<file path="config.mk">
export PLATFORM = sky130hd
export DESIGN_NAME = tbl_clk_div
export DESIGN_NICKNAME = d
export VERILOG_FILES = /design/src/rtl/clkdiv_pkg.sv /design/src/rtl/ratio_lut.sv /design/src/rtl/period_ctr.sv /design/src/rtl/wave_out.sv /design/src/rtl/tbl_clk_div.sv
export SDC_FILE = /design/constraint.sdc
export NUM_CORES = 1
export LEC_CHECK = 0
export ABC_AREA = 1
export BUFFER_PORTS_ARGS = -buffer_cell sky130_fd_sc_hd__buf_4
export CAP_MARGIN = 40
export CORE_UTILIZATION = 30
export DETAILED_ROUTE_END_ITERATION = 10
export GPL_ROUTABILITY_DRIVEN = 0
export GPL_TIMING_DRIVEN = 0
export HOLD_SLACK_MARGIN = 0.05
export PLACE_DENSITY = 0.46
export SYNTH_ARGS = -nofsm -noshare
export SYNTH_HDL_FRONTEND = slang
export SYNTH_SLANG_ARGS = --single-unit
</file>
<file path="constraint.sdc">
create_clock -name clk_i -period 1.41 [get_ports clk_i]
set_input_delay 0 -clock clk_i [delete_from_list [all_inputs] [get_ports clk_i]]
set_output_delay 0 -clock clk_i [all_outputs]
set_load 0.1 [all_outputs]
</file>
<file path="src/rtl/clkdiv_pkg.sv">
package clkdiv_pkg;

  // ratio for one table entry; gen_b picks the generation, mac_tbl the bus-clock variant
  function automatic int unsigned div_ratio(bit gen_b, bit mac_tbl, int unsigned code);
    if (!gen_b)          return 2 * (code + 1);
    if (!mac_tbl)        return 4 * (code + 1);
    if (code < 2)        return 4;
    return 2 * (code + 1);
  endfunction

  function automatic int unsigned max_ratio(bit gen_b, bit mac_tbl, int unsigned sel_w);
    int unsigned m;
    m = 0;
    for (int unsigned c = 0; c < (1 << sel_w); c++)
      if (div_ratio(gen_b, mac_tbl, c) > m) m = div_ratio(gen_b, mac_tbl, c);
    return m;
  endfunction

endpackage

</file>
<file path="src/rtl/ratio_lut.sv">
module ratio_lut #(
  parameter bit GEN_B   = 1'b0,
  parameter bit MAC_TBL = 1'b0,
  parameter int SEL_W   = 3,
  parameter int RATIO_W = 6
) (
  input  logic [SEL_W-1:0]   code_i,
  output logic [RATIO_W-1:0] ratio_o
);

  logic [RATIO_W-1:0] code_p1;
  assign code_p1 = RATIO_W'(code_i) + RATIO_W'(1);

  generate
    if (!GEN_B) begin : g_gen_a
      // both general and bus tables: 2*(c+1)
      assign ratio_o = code_p1 << 1;
    end else if (!MAC_TBL) begin : g_gen_b
      assign ratio_o = code_p1 << 2;
    end else begin : g_gen_b_mac
      // codes 0 and 1 collapse onto divide-by-4
      assign ratio_o = (code_i < SEL_W'(2)) ? RATIO_W'(4) : (code_p1 << 1);
    end
  endgenerate

endmodule

</file>
<file path="src/rtl/period_ctr.sv">
module period_ctr #(
  parameter int RATIO_W = 6
) (
  input  logic               clk_i,
  input  logic               rst_ni,
  input  logic [RATIO_W-1:0] ratio_nxt_i,
  output logic               wrap_o,
  output logic               mid_o,
  output logic               run_o,
  output logic [RATIO_W-1:0] ratio_o
);

  logic [RATIO_W-1:0] cnt_q;
  logic [RATIO_W-1:0] ratio_q;
  logic               run_q;

  assign wrap_o  = run_q && (cnt_q == ratio_q - RATIO_W'(1));
  assign mid_o   = run_q && (cnt_q == (ratio_q >> 1) - RATIO_W'(1));
  assign run_o   = run_q;
  assign ratio_o = ratio_q;

  always_ff @(posedge clk_i or negedge rst_ni) begin
    if (!rst_ni) begin
      cnt_q   <= '0;
      ratio_q <= '0;
      run_q   <= 1'b0;
    end else if (!run_q || wrap_o) begin
      // select is only sampled here: first edge after reset or period end
      run_q   <= 1'b1;
      ratio_q <= ratio_nxt_i;
      cnt_q   <= '0;
    end else begin
      cnt_q   <= cnt_q + RATIO_W'(1);
    end
  end

endmodule

</file>
<file path="src/rtl/wave_out.sv">
module wave_out (
  input  logic clk_i,
  input  logic rst_ni,
  input  logic mid_i,
  input  logic wrap_i,
  output logic wave_o
);

  logic wave_q;
  assign wave_o = wave_q;

  always_ff @(posedge clk_i or negedge rst_ni) begin
    if (!rst_ni)     wave_q <= 1'b0;
    else if (mid_i)  wave_q <= 1'b1;
    else if (wrap_i) wave_q <= 1'b0;
  end

endmodule

</file>
<file path="src/rtl/tbl_clk_div.sv">
module tbl_clk_div
  import clkdiv_pkg::*;
#(
  parameter bit GEN_B   = 1'b0,
  parameter bit MAC_TBL = 1'b0,
  parameter int SEL_W   = 3
) (
  input  logic             clk_i,
  input  logic             rst_ni,
  input  logic [SEL_W-1:0] sel_i,
  output logic             tick_o,
  output logic             div_clk_o
);

  localparam int unsigned MAX_R   = max_ratio(GEN_B, MAC_TBL, SEL_W);
  localparam int          RATIO_W = $clog2(MAX_R + 1);

  logic [RATIO_W-1:0] ratio_nxt;
  logic [RATIO_W-1:0] act_ratio;
  logic               wrap, mid, run;

  ratio_lut #(
    .GEN_B(GEN_B), .MAC_TBL(MAC_TBL), .SEL_W(SEL_W), .RATIO_W(RATIO_W)
  ) u_lut (
    .code_i (sel_i),
    .ratio_o(ratio_nxt)
  );

  period_ctr #(.RATIO_W(RATIO_W)) u_ctr (
    .clk_i      (clk_i),
    .rst_ni     (rst_ni),
    .ratio_nxt_i(ratio_nxt),
    .wrap_o     (wrap),
    .mid_o      (mid),
    .run_o      (run),
    .ratio_o    (act_ratio)
  );

  wave_out u_wave (
    .clk_i (clk_i),
    .rst_ni(rst_ni),
    .mid_i (mid),
    .wrap_i(wrap),
    .wave_o(div_clk_o)
  );

  assign tick_o = wrap;

endmodule

</file>
-- Word-level counts from Yosys, hierarchy flattened
Cells that the tools add are included.
- word-level logic and storage cells: 18
- input port bits: 5
- register bits after elaboration: 11
- output and inout bits: 2
- equal/unequal tests: 2
- add/subtract/negate cells: 4
- reduce and logical (&&, ||, !) cells: 5
- mux-type cells: 3
- operator list (operator ; number):
    5-bit equality test ; 2
    5-bit by 1-bit adder with 5-bit output, second input constant ; 1
    5-bit 2-to-1 mux ; 1
    4-bit by 1-bit subtractor with 5-bit output, second input constant ; 1
    5-bit by 1-bit subtractor with 5-bit output, second input constant ; 1
    3-bit by 1-bit adder with 4-bit output, second input constant ; 1
    1-bit logical AND ; 2
    1-bit 2-to-1 mux ; 2
    2-bit nonzero test ; 1
    1-bit zero test ; 1
    1-bit logical OR ; 1

-- Logic depth before layout (Yosys ltp)
Gate-level depths: netlist (run 1).
- word-level depth: 5
- depth in mapped cells: 12
- depth with buffers taken out: 12

-- Cells and area by module
A second synthesis (run 1) with hierarchy kept.
- cell total of the unflattened synthesis: 128
- area, all modules: 900.9 um^2
- by module, submodules not included (module ; instances ; sequential area each (um^2) ; cells an instance ; area an instance (um^2)):
    period_ctr ; 1 ; 275.3 ; 112 ; 804.5
    ratio_lut ; 1 ; 0.0 ; 11 ; 56.3
    wave_out ; 1 ; 25.0 ; 5 ; 40.0

-- Worst setup path before layout (run 1)
OpenSTA, ideal clock, no wires.
- kind: reg2out
- start point: register u_ctr.ratio_q[1] (netlist: u_ctr.ratio_o[1])
- end point: output tick_o
- path slack: -0.422 ns
- stages on the path, launching flop included: 10
- arrival: 1.832 ns
- path through: dfrtp_1 > inv_2 > ha_1 > inv_1 > nand2_1 > nand2_1 > nand3_2 > nor2_4 > nand3_1 > inv_1
- word-level cells in the longest chain between the ends: 3
- ends and longest elaborated chain (what ; RTL line ; text):
    start: declaration ; period_ctr.sv:14 ; logic [RATIO_W-1:0] ratio_q;
    start signal: assignment ; period_ctr.sv:30 ; ratio_q <= ratio_nxt_i;
    5-bit by 1-bit subtractor with 5-bit output ; period_ctr.sv:17 ; assign wrap_o = run_q && (cnt_q == ratio_q - RATIO_W'(1));
    5-bit equality test ; period_ctr.sv:17 ;
    1-bit logical AND ; period_ctr.sv:17 ;
    end: declaration ; tbl_clk_div.sv:11 ; output logic tick_o,
Every way passes these cells.

-- Final worst setup path (run 1)
Ends and elaborated chain as after synthesis.

==> results.yml, run 1 <==
pwr:
  p_total_w: 0.00114
  ir_worst_vdd_mv: 0.743
  power_density_nw_per_um2: 1120
  cellLeakagePower_nw: 0.489
place:
  dp_hpwl_mm: 1.08
  io_buffers: 6
  place_area_um2: 823
  post-place-ws_ns: -0.169
sta:
  fin_ws_ns: -0.264
  fin_crit_ns: 1.67
  finalCritPeriodShare: 1.19
  finalSetupViolCount: 11
  hold_viol_final: 0
  grt_setup_unrepaired: "true"
  slew_viol_final: 0
  clock-skew-final_ns: 0.00257
  clock.fmax_mhz: 597
critical_path:
  critPathLaunchType: "flop"
  critPathTopFamily: "simple AND/OR/NAND/NOR gates"
  rr_startpoint: "u_ctr.ratio_o[1]"
  crit_slowest_cell: "dfrtp_1"
  rr_worst_depth: 13
  crit_path_max_fanout: 3
  startpoint: "u_ctr.ratio_o[1]"
  timing_worst_setup_path_type: "flop to output pin"
  crit_chain: "inv_2 > ha_4 > nand2_1 > nand2_2 > nand3_2 > nor2_4 > nand3_2 > clkinvlp_4 > buf_12"
  cp-endpoint: "tick_o"
  path_buf_inv: 3
  cp_num_cells: 9
  rrSetupSlack_ns: -0.17
  cp-end-kind: "output pin"
  cp.arrival_ns: 1.67
  reg2reg_to: "u_ctr.ratio_o[2]"
  max_stage_delay_ns: 0.39
  crit_path_frequent_cell: "nand3_2"
  critPathRequiredTime_ns: 1.41
die:
  rows: 17
  core_area_um2: 2230
  initial_core_util: 0.322
  fp.dieArea_um2: 2600
  die-width_um: 51.0
  die_y_um: 51.0
  ios: 7
finish:
  final-seq-area_um2: 275
  drive_gt1_frac: 0.405
  fill_cells: 235
  n_antenna_cell: 0
  final_cell_area_um2: 1010
  layout_commonest_cell: "nand2_1"
  multi_input_area_um2: 463
  area_growth_pct: 41.0
  layout_common_cells: "nand2_1, buf_4, nand3_1"
  fin_util: 0.454
  fin_nets: 125
clock_tree:
  cts_tree: "built"
  clock_latency_ns: 0.26
  cts_buffer_depth: 2
  h-tree-depth: 1
  cts_buffers: 3
  clock_sinks: 11
  path_clk_slew_ns: 0.07
  cts_root_buf: "clkbuf_4"
logic_synthesis:
  synth.distinct_cells: 18
  synthAdderAreaFrac: 0.0522
  ys_seq_area_frac: 0.383
  synth_area_um2: 719
  ys_warn_count: 0
  syn-instance-count: 93
  synth_compound_area_frac: 0
  synth_xor_area_frac: 0.0852
  synthSimpleGateAreaFrac: 0.402
  netlist_top_cells_area: "dfrtp_1, nand2_1, nand3_1"
  synth_top_area_cell: "dfrtp_1"
  avgSynthCellArea_um2: 7.74
  yosysTopAreaCellShare: 0.383
  syn-num-nets: 101
  yosys_register_bits: 11
  synth_mux_area_frac: 0
  synth_top_family_by_area: "simple AND/OR/NAND/NOR gates"
detailed_routing:
  drc: 0
  num_vias: 630
  dr.pass1.iters: 4
  drtAntennaViolNets: 0
  drt-initial-drc-count: 15
  vias_per_cell: 4.38
  post_drt_wl_per_cell_um: 10.7
  wl_mm: 1.55
global_routing:
  antenna_found_initial: 0
  grt_pass1_wl_mm: 2.55
  grt_util_all_layers: 0.136
  grt_max_degree: 12
  grt-ovfl-total: 0
  grt_pass1_vias: 589
hold_path:
  hold_path.class: "primary input to flop"
flow_run:
  max-cap-violations: 0
run_status:
  outcome: "finished, violations left"
  violations: "negative setup slack"
==> sequential cells by signal, indices dropped and copies added, names as in the netlist <==
name and cells:
u_ctr.cnt_q 5, u_ctr.ratio_o 4, u_ctr.run_o 1, u_wave.wave_o 1
==> power breakdown <==
part	total (W)	switching (W)	internal (W)
clock network	0.000210	0.000100	0.000109
registers	0.000399	0.0000421	0.000357
logic	0.000532	0.000326	0.000206
==> layer usage <==
layer / global-route usage / wire length [um] / share of wire / up-vias
li1: - / - / - / 337
met1: 0.191 / 793 / 0.51 / 282
met2: 0.202 / 707 / 0.46 / 7
met3: 0.00893 / 17 / 0.011 / 4
met4: 0.0833 / 27 / 0.017 / 0
met5: 0 / 0 / 0 / -
==> synthesized netlist by cell type <==
cell type and number:
buf_4 1, conb_1 1, dfrtp_1 11, ha_1 3, inv_1 10, inv_2 2, nand2_1 23, nand2_2 4
nand2_4 3, nand3_1 14, nand3_2 1, nand4_1 1, nor2_1 9, nor2_2 1, nor2_4 1, or2_2 1
xnor2_1 1, xor2_1 6
==> final cells by class <==
cell class                      count  share of cell area
Buffer                              1             0.00740
Tap cell                           28              0.0345
Clock buffer                        4              0.0259
Sequential cell                    11               0.271
Multi-Input combinational cell     70               0.456
Timing Repair Buffer               18               0.157
Inverter                           12              0.0481
==> kinds of logic (layout without fill, tap and decap cells) <==
kind of cell  count (synthesis)  after routing
simple gates                 58             59
fa+ha+maj                     3              3
flops                        11             11
buf+inv                      13             35
xor+xnor                      7              7
other cells                   1              1
==> timing repair <==
item | CTS | global route
setup buffers | 6 | 3
hold buffers | 3 | 0
hold endpoints to repair | 13 | 0
setup endpoints to repair | 11 | 11
pin swaps | 2 | 4
resized for setup | 4 | 11
cloned | 0 | 1
==> worst register-to-register path: cells and delay by family (launching register included) <==
family / cells / cell delay [ns]
flip-flops: 1 / 0.39
buffers and inverters: 4 / 0.34
adder cells (fa/ha/maj): 1 / 0.28
AND/OR/NAND/NOR: 8 / 0.46
==> metrics by stage <==
stage               hold WS [ns]  TNS, ns  cells
floorplan                 -0.296  -0.0596     93
global route              0.0960    -2.74    144
CTS                       0.0557    -1.54    140
finish                    0.0644    -1.78    144
global placement          -0.159    -1.05    127
detailed placement        -0.158    -1.19    127
==> how the worst min path moves through the flow <==
stage | start | to | slack [ns] | cells past startpoint
global route | sel_i[1] | u_ctr.ratio_o[2] | 0.1 | 4
detailed placement | rst_ni | u_ctr.ratio_o[1] | -0.16 | 1
global placement | rst_ni | u_ctr.cnt_q[0] | -0.16 | 1
CTS | sel_i[1] | u_ctr.ratio_o[4] | 0.06 | 5
floorplan | rst_ni | u_ctr.cnt_q[0] | -0.30 | 0
finish | sel_i[1] | u_ctr.ratio_o[4] | 0.06 | 5
No activity file was read; power rests on OpenSTA's default activity.
==> inputs of run 2 (changes only) <==
- PLACE_DENSITY: 0.46 -> 0.44
- clock period: 1.41 -> 2.1 ns (I/O delays scaled with it)
==> run 2 against run 1 <==
- routed wire length is 7.5% lower
- largest cell class unchanged
- non-clock buffer count decreased by 9
- final area fell by 15%
- final cell count down 6.9%
- clock power shrank 33%
- highest routed layer unchanged
- combinational power shrank 48%
- the run now ends clean
- count of clock-buffer cells in the layout unchanged
- worst setup slack better by 0.44 ns
- flip-flop and latch count did not move
- die area stayed put
- hold slack is essentially flat
==> results.yml, run 2 (synthesis gave the netlist of run 1 again) <==
run_status:
  outcome: "completed"
finish:
  n_antenna_cell: 0
  largest_register_ffs: 5
  regMostFlops: "u_ctr.cnt_q"
  layout_commonest_cell: "nand2_1"
  fill_cells: 247
  fin_nets: 115
  drive_gt1_frac: 0.217
  area_growth_pct: 19.5
  layout_common_cells: "nand2_1, nand3_1, dfrtp_1"
detailed_routing:
  drc: 0
  num_vias: 590
  drt-initial-drc-count: 13
  wl_mm: 1.43
  dr.pass1.iters: 4
  drtAntennaViolNets: 0
  vias_per_cell: 4.40
  post_drt_wl_per_cell_um: 10.7
clock_tree:
  post_cts_buffers: 0
  cts_buffer_depth: 2
  clock_latency_ns: 0.26
  cts_buffers: 3
  cts_root_buf: "clkbuf_4"
  path_clk_slew_ns: 0.07
  h-tree-depth: 1
  clock_sinks: 11
  cts_tree: "built"
hold_path:
  hp-start: "sel_i[1]"
  min_path_cells: 4
  hold_path.class: "primary input to flop"
die:
  rows: 17
  core_area_um2: 2230
  ios: 7
  fp.dieArea_um2: 2600
  die_y_um: 51.0
  initial_core_util: 0.322
  die-width_um: 51.0
critical_path:
  cp-end-kind: "output pin"
  crit_slowest_cell: "dfrtp_1"
  cp_num_cells: 10
  critPathRequiredTime_ns: 2.10
  max_stage_delay_ns: 0.42
  startpoint: "u_ctr.ratio_o[1]"
  crit_chain: "inv_2 > ha_1 > inv_1 > nand2_1 > nand2_1 > nand3_2 > nor2_4 > nand3_1 > inv_1 > buf_6"
  path_buf_inv: 4
  critPathTopFamily: "simple AND/OR/NAND/NOR gates"
  cp.arrival_ns: 1.92
  rr_startpoint: "u_ctr.ratio_o[1]"
  crit_path_max_fanout: 5
  critPathLaunchType: "flop"
  rr_worst_depth: 11
  timing_worst_setup_path_type: "flop to output pin"
global_routing:
  grt_pass1_wl_mm: 2.65
  grt_max_degree: 12
  grt-ovfl-total: 0
  grt_util_all_layers: 0.141
  grt_pass1_vias: 592
  antenna_found_initial: 0
place:
  io_buffers: 6
  dp_hpwl_mm: 1.10
  post-place-ws_ns: 0.431
sta:
  finalSetupViolCount: 0
  grt_setup_unrepaired: "false"
  fin_ws_ns: 0.177
  clock-skew-final_ns: 0.00124
  fin_crit_ns: 1.92
  finalCritPeriodShare: 0.916
  hold_viol_final: 0
  slew_viol_final: 0
  clock.fmax_mhz: 520
  setup_tns_ns: 0
pwr:
  ir_worst_vdd_mv: 0.364
  p_total_w: 0.000685
  cellLeakagePower_nw: 0.446
  power_density_nw_per_um2: 797
flow_run:
  max-cap-violations: 0
-- run 2: cell count changes in the layout (fill, tap and decap cells not counted), moves of 2 or more --
cell	change
inv_1	+4
buf_4	-8
nand2_8	-2
inv_2	-3
nand2_2	-8
nand2_1	+8
-- run 2: cell type report --
type / count / area [um^2] / share of cell area
Multi-Input combinational cell: 69 / 392 / 0.456
Sequential cell: 11 / 275 / 0.320
Timing Repair Buffer: 9 / 78.8 / 0.0917
Inverter: 12 / 45.0 / 0.0524
Tap cell: 28 / 35.0 / 0.0408
Clock buffer: 4 / 26.3 / 0.0306
Buffer: 1 / 7.51 / 0.00873
-- run 2: power breakdown --
part           total (W)  switching [W]  leakage, nW  internal (W)
logic           0.000277       0.000189        0.291     0.0000887
clock network   0.000140      0.0000665       0.0150     0.0000734
registers       0.000268      0.0000283        0.140      0.000239
-- run 2: per-stage QoR --
step | area, um^2 | hold WS [ns] | utilization | std cells
4_1_cts | 856 | 0.0574 | 0.383 | 134
6_report | 860 | 0.0645 | 0.385 | 134
3_5_place_dp | 800 | -0.155 | 0.358 | 127
3_3_place_gp | 800 | -0.157 | 0.358 | 127
5_1_grt | 860 | 0.0913 | 0.385 | 134
2_1_floorplan | 719 | -0.296 | - | 93
-- run 2: path summary, 6_finish.rpt --
path                       slack, ns                to
setup / recovery                0.18            tick_o
hold / removal                  0.06  u_ctr.ratio_o[2]
setup reg to reg                0.46  u_ctr.ratio_o[3]
hold reg to reg                 0.49     u_wave.wave_o
max in group asynchronous       1.85    u_ctr.cnt_q[2]
min in group asynchronous       0.10       u_ctr.run_o
-- run 2: worst min-delay path, stage by stage --
cell and delay, ns:
buf_4 0.09, ha_1 0.12, nand2_1 0.05, nand2_1 0.04
-- run 2: repair_timing --
item,4_1_cts,5_1_grt
hold buffers,3,0
resized for setup,0,1
endpoints found under the hold margin,13,0
setup endpoints to repair,0,1
-- run 2: layer usage --
layer,part of all wire,GRT usage,up-vias
li1,-,-,311
met2,0.44,0.224,8
met3,0.030,0.0179,2
met1,0.52,0.183,269
met4,0.012,0.0833,0
met5,0,0,-
==> inputs of run 3 (changes only) <==
- CTS_CLUSTER_SIZE: unset -> 24
- PLACE_DENSITY: 0.44 -> unset
==> run 3 against run 2 <==
- non-clock buffer count unchanged
- clock skew about the same
- power decreased by 0.99%
- sequential power about the same
- first-iteration DRC count decreased by 69%
==> results.yml, run 3 (synthesis gave the netlist of run 1 again) <==
run_status:
  outcome: "completed"
critical_path:
  rr_startpoint: "u_ctr.ratio_o[1]"
  rr_worst_depth: 11
  critPathLaunchType: "flop"
  timing_worst_setup_path_type: "flop to output pin"
  critPathRequiredTime_ns: 2.10
  rrSetupSlack_ns: 0.50
  reg2reg_to: "u_ctr.ratio_o[1]"
  crit_path_max_fanout: 5
  cp.arrival_ns: 1.90
  cp-end-kind: "output pin"
clock_tree:
  clock_sinks: 11
  cts_root_buf: "clkbuf_4"
  cts_buffers: 3
  post_cts_buffers: 0
  h-tree-depth: 1
  cts_tree: "built"
  clock_latency_ns: 0.26
  path_clk_slew_ns: 0.06
  cts_buffer_depth: 2
finish:
  regMostFlops: "u_ctr.cnt_q"
  drive_gt1_frac: 0.226
  area_growth_pct: 19.7
  final-seq-area_um2: 277
  layout_commonest_cell: "nand2_1"
  layout.cells.non_filler: 134
  fin_util: 0.385
  fill_cells: 238
  multi_input_area_um2: 392
  largest_register_ffs: 5
  fin_nets: 115
  layout_common_cells: "nand2_1, nand3_1, inv_1, dfrtp_1, nor2_1"
  n_antenna_cell: 0
die:
  initial_core_util: 0.322
  die-width_um: 51.0
  fp.dieArea_um2: 2600
  ios: 7
  die_y_um: 51.0
  core_area_um2: 2230
  rows: 17
sta:
  slew_viol_final: 0
  clock.fmax_mhz: 527
  finalCritPeriodShare: 0.903
  finalSetupViolCount: 0
  setup_tns_ns: 0
  hold_viol_final: 0
  grt_setup_unrepaired: "false"
  clock-skew-final_ns: 0.00159
  fin_ws_ns: 0.203
  fin_crit_ns: 1.90
detailed_routing:
  drt-initial-drc-count: 4
  drtAntennaViolNets: 0
  num_vias: 606
  wl_mm: 1.26
  vias_per_cell: 4.52
  post_drt_wl_per_cell_um: 9.37
  drc: 0
  dr.pass1.iters: 3
global_routing:
  grt_util_all_layers: 0.120
  grt_pass1_wl_mm: 2.38
  grt-ovfl-total: 0
  antenna_found_initial: 0
  grt_pass1_vias: 589
  grt_max_degree: 12
place:
  post-place-cells: 127
  post-place-ws_ns: 0.406
  dp_hpwl_mm: 1.00
  io_buffers: 6
flow_run:
  max-cap-violations: 0
hold_path:
  hp-start: "sel_i[1]"
  hold_path.class: "primary input to flop"
  min_path_cells: 4
  hold_end: "u_ctr.ratio_o[2]"
pwr:
  ir_worst_vdd_mv: 0.538
  power_density_nw_per_um2: 788
  cellLeakagePower_nw: 0.444
  p_total_w: 0.000678
-- run 3: cell count changes in the layout (fill, tap and decap cells not counted) --
cell	before	now
dfrtp_2	0	1
dfrtp_1	11	10
-- run 3: layer usage --
layer,wire (um),share of wire,vias up,global-route usage
met2,610,0.49,9,0.211
met3,19,0.015,3,0.00893
li1,-,-,316,-
met1,607,0.48,278,0.153
met5,0,0,-,0
met4,19,0.015,0,0.0463
-- run 3: per-stage QoR --
stage	hold slack [ns]	cell area [um^2]
global route	0.0967	861
finish	0.0626	861
detailed placement	-0.158	800
global placement	-0.159	800
CTS	0.0633	856
floorplan	-0.296	719
-- run 3: critical path: stages (launching register included) --
cell and delay (ns):
dfrtp_2 0.41, inv_2 0.07, ha_1 0.33, inv_1 0.07
nand2_1 0.04, nand2_1 0.08, nand3_2 0.08, nor2_4 0.15
nand3_1 0.11, inv_1 0.08, buf_6 0.22
-- run 3: worst max path at each step --
stage | endpoint | slack [ns] | from
after floorplan | tick_o | 0.27 | u_ctr.ratio_o[1]
after global placement | tick_o | 0.42 | u_ctr.ratio_o[1]
after detailed placement | tick_o | 0.41 | u_ctr.ratio_o[1]
after CTS | tick_o | 0.09 | u_ctr.ratio_o[1]
after global routing | tick_o | 0.04 | u_ctr.ratio_o[1]
final | tick_o | 0.20 | u_ctr.ratio_o[1]
-- run 3: area by class of cell --
cell class,count,share of cell area
Multi-Input combinational cell,69,0.455
Inverter,12,0.0523
Timing Repair Buffer,9,0.0916
Clock buffer,4,0.0305
Tap cell,28,0.0407
Buffer,1,0.00872
Sequential cell,11,0.321
-- run 3: what timing repair did --
item,CTS,global route
resized for setup,0,2
endpoints found under the setup margin,0,1
hold buffers,3,0
hold endpoints to repair,13,0
-- run 3: power by group --
part	total (W)	switching (W)	internal [W]
logic	0.000272	0.000183	0.0000887
clock network	0.000138	0.0000644	0.0000734
registers	0.000269	0.0000286	0.000240
total	0.000678	0.000276	0.000402
